==> config.mk <==
export PLATFORM = sky130hd
export DESIGN_NAME = adc_cs_read_seq
export DESIGN_NICKNAME = d
export VERILOG_FILES = /design/src/rtl/csrd_pkg.sv /design/src/rtl/conv_timer.sv /design/src/rtl/sck_gen.sv /design/src/rtl/bit_capture.sv /design/src/rtl/adc_cs_read_seq.sv
export SDC_FILE = /design/constraint.sdc
export NUM_CORES = 1
export LEC_CHECK = 0
export BUFFER_PORTS_ARGS = -buffer_cell sky130_fd_sc_hd__clkbuf_2
export CAP_MARGIN = 20
export CORE_ASPECT_RATIO = 0.6
export CORE_MARGIN = 2
export CORE_UTILIZATION = 61
export DETAILED_ROUTE_END_ITERATION = 7
export PLACE_DENSITY = 0.88
export SETUP_SLACK_MARGIN = 0.2
export SLEW_MARGIN = 20
export SYNTH_ARGS = -nofsm -noshare
export SYNTH_HDL_FRONTEND = slang
export SYNTH_SLANG_ARGS = --single-unit
export TNS_END_PERCENT = 20
==> constraint.sdc <==
create_clock -name clk -period 3.03 [get_ports clk]
set_clock_uncertainty 0.05 [all_clocks]
set_input_delay 0.7575 -clock clk [delete_from_list [all_inputs] [get_ports clk]]
set_output_delay 0.7575 -clock clk [all_outputs]
set_load 0.01 [all_outputs]
==> src/rtl/csrd_pkg.sv <==
package csrd_pkg;

  localparam int NUM_ADC = 2;
  localparam int WORD_W  = 18;

  typedef enum logic [1:0] {
    ST_IDLE,
    ST_WAIT,
    ST_READ,
    ST_GAP
  } seq_state_t;

  // Active-low select vector with only converter idx driven low.
  function automatic logic [NUM_ADC-1:0] select_lines(input logic idx);
    logic [NUM_ADC-1:0] m;
    m      = '1;
    m[idx] = 1'b0;
    return m;
  endfunction

  // Shift one sampled bit in at the LSB; MSB arrives first.
  function automatic logic [WORD_W-1:0] push_bit(input logic [WORD_W-1:0] w,
                                                 input logic b);
    return {w[WORD_W-2:0], b};
  endfunction

  // Terminal value of a counter that runs for n cycles.
  function automatic int unsigned last_of(input int unsigned n);
    return n - 1;
  endfunction

endpackage

==> src/rtl/conv_timer.sv <==
module conv_timer #(
  parameter int CYCLES = 40,
  localparam int TW    = $clog2(CYCLES + 1)
) (
  input  logic          clk,
  input  logic          rst_n,
  input  logic          en,
  output logic          expired,
  output logic [TW-1:0] count
);
  import csrd_pkg::*;

  logic [TW-1:0] cnt_q;

  assign expired = en && (cnt_q == TW'(last_of(CYCLES)));
  assign count   = cnt_q;

  always_ff @(posedge clk) begin
    if (!rst_n)       cnt_q <= '0;
    else if (!en)     cnt_q <= '0;
    else if (!expired) cnt_q <= cnt_q + 1'b1;
  end


  tmr_range_chk: assert property (@(posedge clk) disable iff (!rst_n)
    cnt_q < TW'(CYCLES));


  tmr_idle_chk: assert property (@(posedge clk) disable iff (!rst_n)
    !en |=> (cnt_q == '0));

endmodule

==> src/rtl/sck_gen.sv <==
module sck_gen #(
  parameter int DIV  = 2,
  localparam int PW  = $clog2(DIV + 1)
) (
  input  logic clk,
  input  logic rst_n,
  input  logic run,
  output logic sck,
  output logic fall_evt
);
  import csrd_pkg::*;

  logic [PW-1:0] phase_q;
  logic          sck_q;
  logic          half_end;

  assign half_end = (phase_q == PW'(last_of(DIV)));
  // Edge on which the serial clock register goes from high to low.
  assign fall_evt = run && half_end && sck_q;
  assign sck      = sck_q;

  always_ff @(posedge clk) begin
    if (!rst_n || !run) begin
      phase_q <= '0;
      sck_q   <= 1'b0;
    end else if (half_end) begin
      phase_q <= '0;
      sck_q   <= ~sck_q;
    end else begin
      phase_q <= phase_q + 1'b1;
    end
  end


  sck_park_chk: assert property (@(posedge clk) disable iff (!rst_n)
    !run |=> !sck_q);


  sck_phase_chk: assert property (@(posedge clk) disable iff (!rst_n)
    (run && !half_end && $past(run)) |=> $stable(sck_q));

endmodule

==> src/rtl/bit_capture.sv <==
module bit_capture
  import csrd_pkg::*;
#(
  localparam int CW = $clog2(WORD_W + 1)
) (
  input  logic              clk,
  input  logic              rst_n,
  input  logic              clr,
  input  logic              sample,
  input  logic              din,
  output logic [WORD_W-1:0] word_next,
  output logic              last
);

  logic [WORD_W-1:0] shreg_q;
  logic [CW-1:0]     cnt_q;

  assign word_next = push_bit(shreg_q, din);
  assign last      = sample && (cnt_q == CW'(last_of(WORD_W)));

  always_ff @(posedge clk) begin
    if (!rst_n || clr) begin
      shreg_q <= '0;
      cnt_q   <= '0;
    end else if (sample) begin
      shreg_q <= word_next;
      cnt_q   <= last ? '0 : cnt_q + 1'b1;
    end
  end


  cnt_bound_chk: assert property (@(posedge clk) disable iff (!rst_n)
    cnt_q <= CW'(WORD_W - 1));


  shift_chk: assert property (@(posedge clk) disable iff (!rst_n)
    (sample && !clr) |=> (shreg_q[0] == $past(din)));

endmodule

==> src/rtl/adc_cs_read_seq.sv <==
module adc_cs_read_seq
  import csrd_pkg::*;
#(
  parameter int CONV_CYCLES = 140,
  parameter int SCK_DIV     = 2,
  localparam int TW         = $clog2(CONV_CYCLES + 1)
) (
  input  logic              clk,
  input  logic              rst_n,
  input  logic              start_i,
  input  logic              sdo_i,
  output logic              cnv_o,
  output logic              sck_o,
  output logic [1:0]        cs_n_o,
  output logic [17:0]       result0_o,
  output logic [17:0]       result1_o,
  output logic              done_o
);

  seq_state_t        state_q;
  logic              dev_q;
  logic              cnv_q;
  logic              done_q;
  logic [NUM_ADC-1:0] cs_q;
  logic [WORD_W-1:0] hold0_q;
  logic [WORD_W-1:0] res0_q;
  logic [WORD_W-1:0] res1_q;

  // Named internal events
  logic              conv_launch;
  logic              wait_over;
  logic [TW-1:0]     tmr_count;
  logic              sck_run;
  logic              bit_fall;
  logic              read_last;
  logic              last_dev;
  logic [WORD_W-1:0] word_next;

  assign conv_launch = (state_q == ST_IDLE) && start_i;
  assign sck_run     = (state_q == ST_READ);
  assign last_dev    = (dev_q == 1'(NUM_ADC - 1));

  conv_timer #(.CYCLES(CONV_CYCLES)) u_timer (
    .clk     (clk),
    .rst_n   (rst_n),
    .en      (state_q == ST_WAIT),
    .expired (wait_over),
    .count   (tmr_count)
  );

  sck_gen #(.DIV(SCK_DIV)) u_sck (
    .clk      (clk),
    .rst_n    (rst_n),
    .run      (sck_run),
    .sck      (sck_o),
    .fall_evt (bit_fall)
  );

  bit_capture u_cap (
    .clk       (clk),
    .rst_n     (rst_n),
    .clr       (!sck_run),
    .sample    (bit_fall),
    .din       (sdo_i),
    .word_next (word_next),
    .last      (read_last)
  );

  always_ff @(posedge clk) begin
    if (!rst_n) begin
      state_q <= ST_IDLE;
      dev_q   <= 1'b0;
      cnv_q   <= 1'b0;
      done_q  <= 1'b0;
      cs_q    <= '1;
      hold0_q <= '0;
      res0_q  <= '0;
      res1_q  <= '0;
    end else begin
      done_q <= 1'b0;
      unique case (state_q)
        ST_IDLE: begin
          if (conv_launch) begin
            cnv_q   <= 1'b1;
            state_q <= ST_WAIT;
          end
        end
        ST_WAIT: begin
          if (wait_over) begin
            dev_q   <= 1'b0;
            cs_q    <= select_lines(1'b0);
            state_q <= ST_READ;
          end
        end
        ST_READ: begin
          if (read_last) begin
            cs_q <= '1;
            if (!last_dev) begin
              hold0_q <= word_next;
              state_q <= ST_GAP;
            end else begin
              res0_q  <= hold0_q;
              res1_q  <= word_next;
              done_q  <= 1'b1;
              cnv_q   <= 1'b0;
              state_q <= ST_IDLE;
            end
          end
        end
        ST_GAP: begin
          dev_q   <= 1'b1;
          cs_q    <= select_lines(1'b1);
          state_q <= ST_READ;
        end
        default: state_q <= ST_IDLE;
      endcase
    end
  end

  assign cnv_o     = cnv_q;
  assign cs_n_o    = cs_q;
  assign done_o    = done_q;
  assign result0_o = res0_q;
  assign result1_o = res1_q;


  sel_excl_chk: assert property (@(posedge clk) disable iff (!rst_n)
    $onehot0(~cs_q));


  cnv_hold_chk: assert property (@(posedge clk) disable iff (!rst_n)
    !(&cs_q) |-> cnv_q);


  cnv_rise_chk: assert property (@(posedge clk) disable iff (!rst_n)
    $rose(cnv_q) |-> (&cs_q));


  wait_len_chk: assert property (@(posedge clk) disable iff (!rst_n)
    (state_q == ST_READ && $past(state_q) == ST_WAIT) |->
      ($past(tmr_count) == TW'(CONV_CYCLES - 1)));


  sck_sel_chk: assert property (@(posedge clk) disable iff (!rst_n)
    sck_o |-> !(&cs_q));


  done_pulse_chk: assert property (@(posedge clk) disable iff (!rst_n)
    done_q |=> !done_q);


  done_cnv_chk: assert property (@(posedge clk) disable iff (!rst_n)
    $rose(done_q) |-> $fell(cnv_q));


  busy_start_chk: assert property (@(posedge clk) disable iff (!rst_n)
    (state_q == ST_READ && start_i && !read_last) |=> (state_q != ST_WAIT));

endmodule

Yosys cells after proc, flatten, opt, wreduce, memory -nomap -nowiden
Cells that the tools add are included.
Storage, ports and cells
  register bits: 94
  latch bits: 0
  memory bits (writable): 0
  bits in read-only memories: 0
  input bits: 4
  memories: 0
Cells by class
  add/subtract/negate cells: 3
  $mul: 0
  div/mod/pow operators: 0
  magnitude comparators: 0
  equality and inequality tests: 10
  shift-type cells: 0
  mux-type cells: 15
  bitwise operators: 2
  reduce and logical (&&, ||, !) cells: 21
Operator list (count)
  3-bit AND reduction: 5
  2-bit 2-to-1 mux: 5
  8-bit by 1-bit adder with 8-bit output, second input constant: 1
  8-bit == test, second input constant: 1
  2-bit one-hot mux with 4 select lines: 1
  2-bit != test, second input constant: 3
  2-bit one-hot mux with 3 select lines: 1
  5-bit by 1-bit adder with 5-bit output, second input constant: 1
  5-bit == test, second input constant: 1
  1-bit logical AND: 5
  1-bit 2-to-1 mux: 5
  5-bit 2-to-1 mux: 1
  2-bit by 1-bit == test with 1-bit output, second input constant: 2
  2-bit == test, second input constant: 2
  1-bit one-hot mux with 2 select lines: 2
  2-bit AND reduction: 2
  4-bit AND reduction: 1
  2-bit nonzero test: 2
  3-bit nonzero test: 1
  2-bit by 1-bit adder with 2-bit output, second input constant: 1
  1-bit logical NOT: 2
  2-bit logical NOT: 1
  2-bit by 1-bit != test with 1-bit output, second input constant: 1
  1-bit inverter: 2
  other kinds (2): 2

Longest topological paths before layout
  word-level depth: 6
  gate-level depth with buffers: 8

Cells and area by module
From an unflattened synthesis, not the netlist that was laid out.
Second synthesis, totals
  cell total of the unflattened synthesis: 395
  area total of the unflattened synthesis: 3582.2 µm²
By module, submodules not included
  adc_cs_read_seq: times used 1, cells an instance 256, area each 2198.4 µm²
  bit_capture: times used 1, cells an instance 86, area each 892.1 µm²
  conv_timer: times used 1, cells an instance 42, area each 381.6 µm²
  sck_gen: times used 1, cells an instance 11, area each 110.1 µm²

Least setup slack after synthesis
No wires, ideal clock.
  path type: input to register
  start: input port rst_n
  end: register res1_q[13] (netlist: result1_o[13])
  setup time: 0.072 ns
  data arrival time: 1.712 ns
  data required time: 2.908 ns
  path slack: 1.196 ns
  cell stages on the path: 5
  cell sequence: clkbuf_1 -> clkbuf_1 -> clkbuf_1 -> nand2_1 -> mux2i_1
RTL lines
  from (decl): RTL line adc_cs_read_seq.sv:9  | input logic rst_n,
  to (signal assigned): RTL line adc_cs_read_seq.sv:103  | res1_q <= word_next;
  to (decl): RTL line adc_cs_read_seq.sv:27  | logic [WORD_W-1:0] res1_q;

Worst setup path after layout
  start: register u_sck.phase_q[0]
  end: register res0_q[15] (netlist: result0_o[15])
Between the ends
  longest elaborated chain between the ends: 5
Ends and longest elaborated chain
  from (decl): RTL line sck_gen.sv:13  | logic [PW-1:0] phase_q;
  from (signal assigned): RTL line sck_gen.sv:30  | phase_q <= phase_q + 1'b1;
  2-bit by 1-bit == test with 1-bit output: RTL line sck_gen.sv:17  | assign half_end = (phase_q == PW'(last_of(DIV)));
  1-bit logical AND (2 in series): RTL line sck_gen.sv:19  | assign fall_evt = run && half_end && sck_q;
  1-bit logical AND: RTL line bit_capture.sv:19  | assign last = sample && (cnt_q == CW'(last_of(WORD_W)));
  3-bit AND reduction (no source line)
  to (signal assigned): RTL line adc_cs_read_seq.sv:102  | res0_q <= hold0_q;
  to (decl): RTL line adc_cs_read_seq.sv:26  | logic [WORD_W-1:0] res0_q;
No other way between the ends.
A chain may end at the register's enable or synchronous reset.

==> key figures <==
Setup path
  – Crit path depth: 6
  – Max incr delay on CP: about 0.50 ns
  – Critical path launch point: u_sck.phase_q[0]
  – Crit path launch type: flip-flop
  – Worst path bufs/invs: 2
  – Reg2reg start: u_sck.phase_q[0]
  – Worst R2R Path Depth: 6
  – Crit path required time: 3.26 ns
  – CP arrival: around 2.3 ns
  – Crit. End Element: flip-flop
  – Worst Setup EP: result0_o[15]
  – Slowest CP cell: buf_4
  – Critical path cell sequence: ha_1 -> and4b_1 -> buf_4 -> nand3_2 -> buf_4 -> mux2i_1
  – Crit path kind: flip-flop to flip-flop
  – Worst R2R End: result0_o[15]
  – R2R setup slack: ~0.97 ns
  – CP most frequent cell: buf_4
  – CP max FO: 36
  – CP top delay family: buffers and inverters

Route
  – Avg Vias per Cell: 5.46
  – Initial DRT Pass Iterations: 4
  – Routed len/inst: approximately 14 um
  – Drt total wl: about 7 mm
  – Detailed Route Iter0 Violations: 131
  – DRC Markers: 0
  – Post-route ant nets: 0
  – Via count: 2600

CTS
  – CTS tree: yes
  – Post-cts hold buffer count: 0
  – Max H-tree Level: 3
  – Num Clock Sinks: between 90 and 100
  – Setup bufs post-CTS: 0
  – CTS Root Cell: clkbuf_8
  – Num CTS Buffers: 9
  – Clock Pin Slew Worst Setup and Hold Paths: around 0.09 ns
  – Clk buf depth: 2
  – Clock Latency Late Sink: 0.37 ns
  – Post-CTS resize count: 0

GRT
  – Vias in the first global route: between 2000 and 2500
  – Largest net degree at the start of global routing: a little under 50
  – First-pass GRT wire length: roughly 12 mm
  – Initial antenna violation count: 0
  – Grt ovf: 0
  – Overall fraction of global-route tracks in use: 22.9%

Final layout
  – Area Overhead vs Synth: 13.0%
  – FF/Latch Area: between 1500 and 2000 um^2
  – Commonest non-fill, non-tap cell in the layout: dfxtp_1
  – Share of layout cells above drive strength 1: 22.2%
  – Nets@finish: 399
  – Most frequent cells in the layout: 94 x dfxtp_1, 78 x nand2_1, 54 x mux2i_1
  – Fill count: between 400 and 500
  – Ant diodes: 0
  – Multi-input gate area: 1580 um^2

Timing
  – Slew HR: around three fifths
  – Worst-Margin Slew: about 0.61 ns
  – Final Cycle Share: roughly two thirds
  – Fin. max-slew vios: 0
  – Period minus WS final: ~2 ns
  – Setup_tns: 0 ns
  – RSZ-0062 raised after global routing: false
  – Final setup viols: 0
  – F_max: slightly below 0.5 GHz
  – Final Hold Viols: 0

Job
  – Max cap viols: 0

Place
  – Port Buf Inserts: between 40 and 50
  – Hpwl dp: approximately 4.6 mm
  – Final GP Congestion: between 0.7 and 0.8

Power and ir drop
  – Total Power: around 2.2 mW
  – VDD IR max: roughly 0.0003 V
  – P per Cell Area: roughly 530 nW/um^2
  – Leak pwr: between 1.5 and 2 nW

Yosys
  – Syn Nets: approximately 360
  – Compound-cell area share of the yosys netlist: approximately a tenth
  – Cell area after synthesis: between 3000 and 4000 um^2
  – Synth cell types: 40
  – Post-synth top flop: dfxtp_1
  – Post-synthesis xor/xnor area fraction: 0.975%
  – Synth area leaders: dfxtp_1 52%, mux2i_1 15%, nand2_1 8.2%
  – Synth top area share: 52.4%
  – Largest family of logic cells by synthesized area: simple AND/OR/NAND/NOR gates
  – Yosys reg bits: 94
  – Post-Synthesis Cells: around 350
  – Post-synth EDFFs: 0
  – Yosys warning count: 0
  – Sequential-to-total area share from yosys stat: a little over half
  – Synthesized area per cell: about 10 um^2
  – Ys async rst share: 0%
  – Synth Area in Simple Gates: roughly 16%
  – Post-synthesis mux area share: 15.0%
  – Adder-cell area share of the yosys netlist: 1.39%
  – Area leader, netlist: dfxtp_1

Worst hold path
  – Hold Path Class: flip-flop to flip-flop

Die
  – Io pins: 45
  – Die width: just over 100 um
  – FP Rows: 21
  – Core Area: 5620 um^2
  – Initial core utilization: a little under two thirds
  – Die Area: 6540 um^2
  – Die Span Y: around 63 um

Outcome
  – Status: completed
==> cells in the mapped netlist, types with 2 or more instances <==
library cell / number
buf_4: 2
nand2b_1: 2
nor3_1: 6
nand3_1: 8
a21oi_1: 9
nand4b_1: 2
dfxtp_1: 94
buf_2: 8
inv_1: 4
mux2i_1: 54
o21ai_0: 11
nand2_1: 78
nor2b_1: 5
or3_1: 6
clkbuf_1: 11
and4b_1: 2
xnor2_1: 3
buf_6: 2
o221a_2: 17
ha_1: 4
nor2_1: 6
==> flip-flops by register name (all words and copies together) (netlist names), 2 cells and up <==
| name | cells |
|---|---|
| result1_o | 18 |
| state_q | 2 |
| u_sck.phase_q | 2 |
| result0_o | 18 |
| u_timer.count | 8 |
| hold0_q | 18 |
| u_cap.cnt_q | 5 |
| cs_n_o | 2 |
| u_cap.shreg_q | 17 |
==> layout make-up <==
type	count	area share, %
inverters	4	0.370
multi-input cells	232	39.0
well taps	80	2.47
flip-flops and latches	94	46.4
clock inverters	7	2.22
repair buffers	50	6.54
clock buffers	9	3.05
==> where the power goes <==
| part | switching, mW | internal (mW) |
|---|---|---|
| Sequential | 0.00623 | 1.24 |
| Combinational | 0.0278 | 0.0121 |
| Clock | 0.467 | 0.399 |
| Total | 0.501 | 1.65 |
==> kinds of logic (layout without fill, tap and decap cells) <==
family	Yosys count	count (layout)
AOI/OAI and AO/OA	46	46
xor gates and xnor gates	4	4
adders and majority gates	4	4
buffers and inverters	27	70
DFF	94	94
muxes	54	54
and+or+nand+nor	124	124
==> stage by stage <==
| stage | hold WS, ns | util [%] | area (um^2) | cells | setup slack (ns) |
|---|---|---|---|---|---|
| 6_report | 0.394 | 72.2 | 4060 | 476 | 0.969 |
| 5_1_grt | 0.404 | 72.2 | 4060 | 476 | 0.838 |
| 4_1_cts | 0.400 | 72.2 | 4060 | 476 | 0.946 |
| 3_5_place_dp | 0.384 | 68.4 | 3840 | 460 | 0.956 |
| 3_3_place_gp | 0.364 | 68.4 | 3840 | 460 | 1.07 |
| 2_1_floorplan | 0.354 | - | 3590 | 353 | 1.20 |
==> per-layer routing <==
metal  global-route usage [%]  vias to the layer above  share of wire, %
li1                         -                     1318                 -
met2                     35.1                       52                46
met5                        0                        -                 0
met3                     7.21                        5               5.5
met1                     31.0                     1225                48
met4                     7.40                        0              0.47
==> how the worst min path moves through the flow <==
stage                startpoint  slack [ns]  depth (start not counted)          endpoint
2_1_floorplan  u_sck.phase_q[0]        0.35                          1  u_sck.phase_q[0]
3_3_place_gp   u_sck.phase_q[0]        0.36                          1  u_sck.phase_q[0]
3_5_place_dp   u_sck.phase_q[0]        0.38                          1  u_sck.phase_q[0]
4_1_cts        u_sck.phase_q[0]        0.40                          1  u_sck.phase_q[0]
5_1_grt        u_sck.phase_q[0]        0.40                          1  u_sck.phase_q[0]
6_report       u_sck.phase_q[0]        0.39                          1  u_sck.phase_q[0]
No activity file was read; power rests on OpenSTA's default activity.
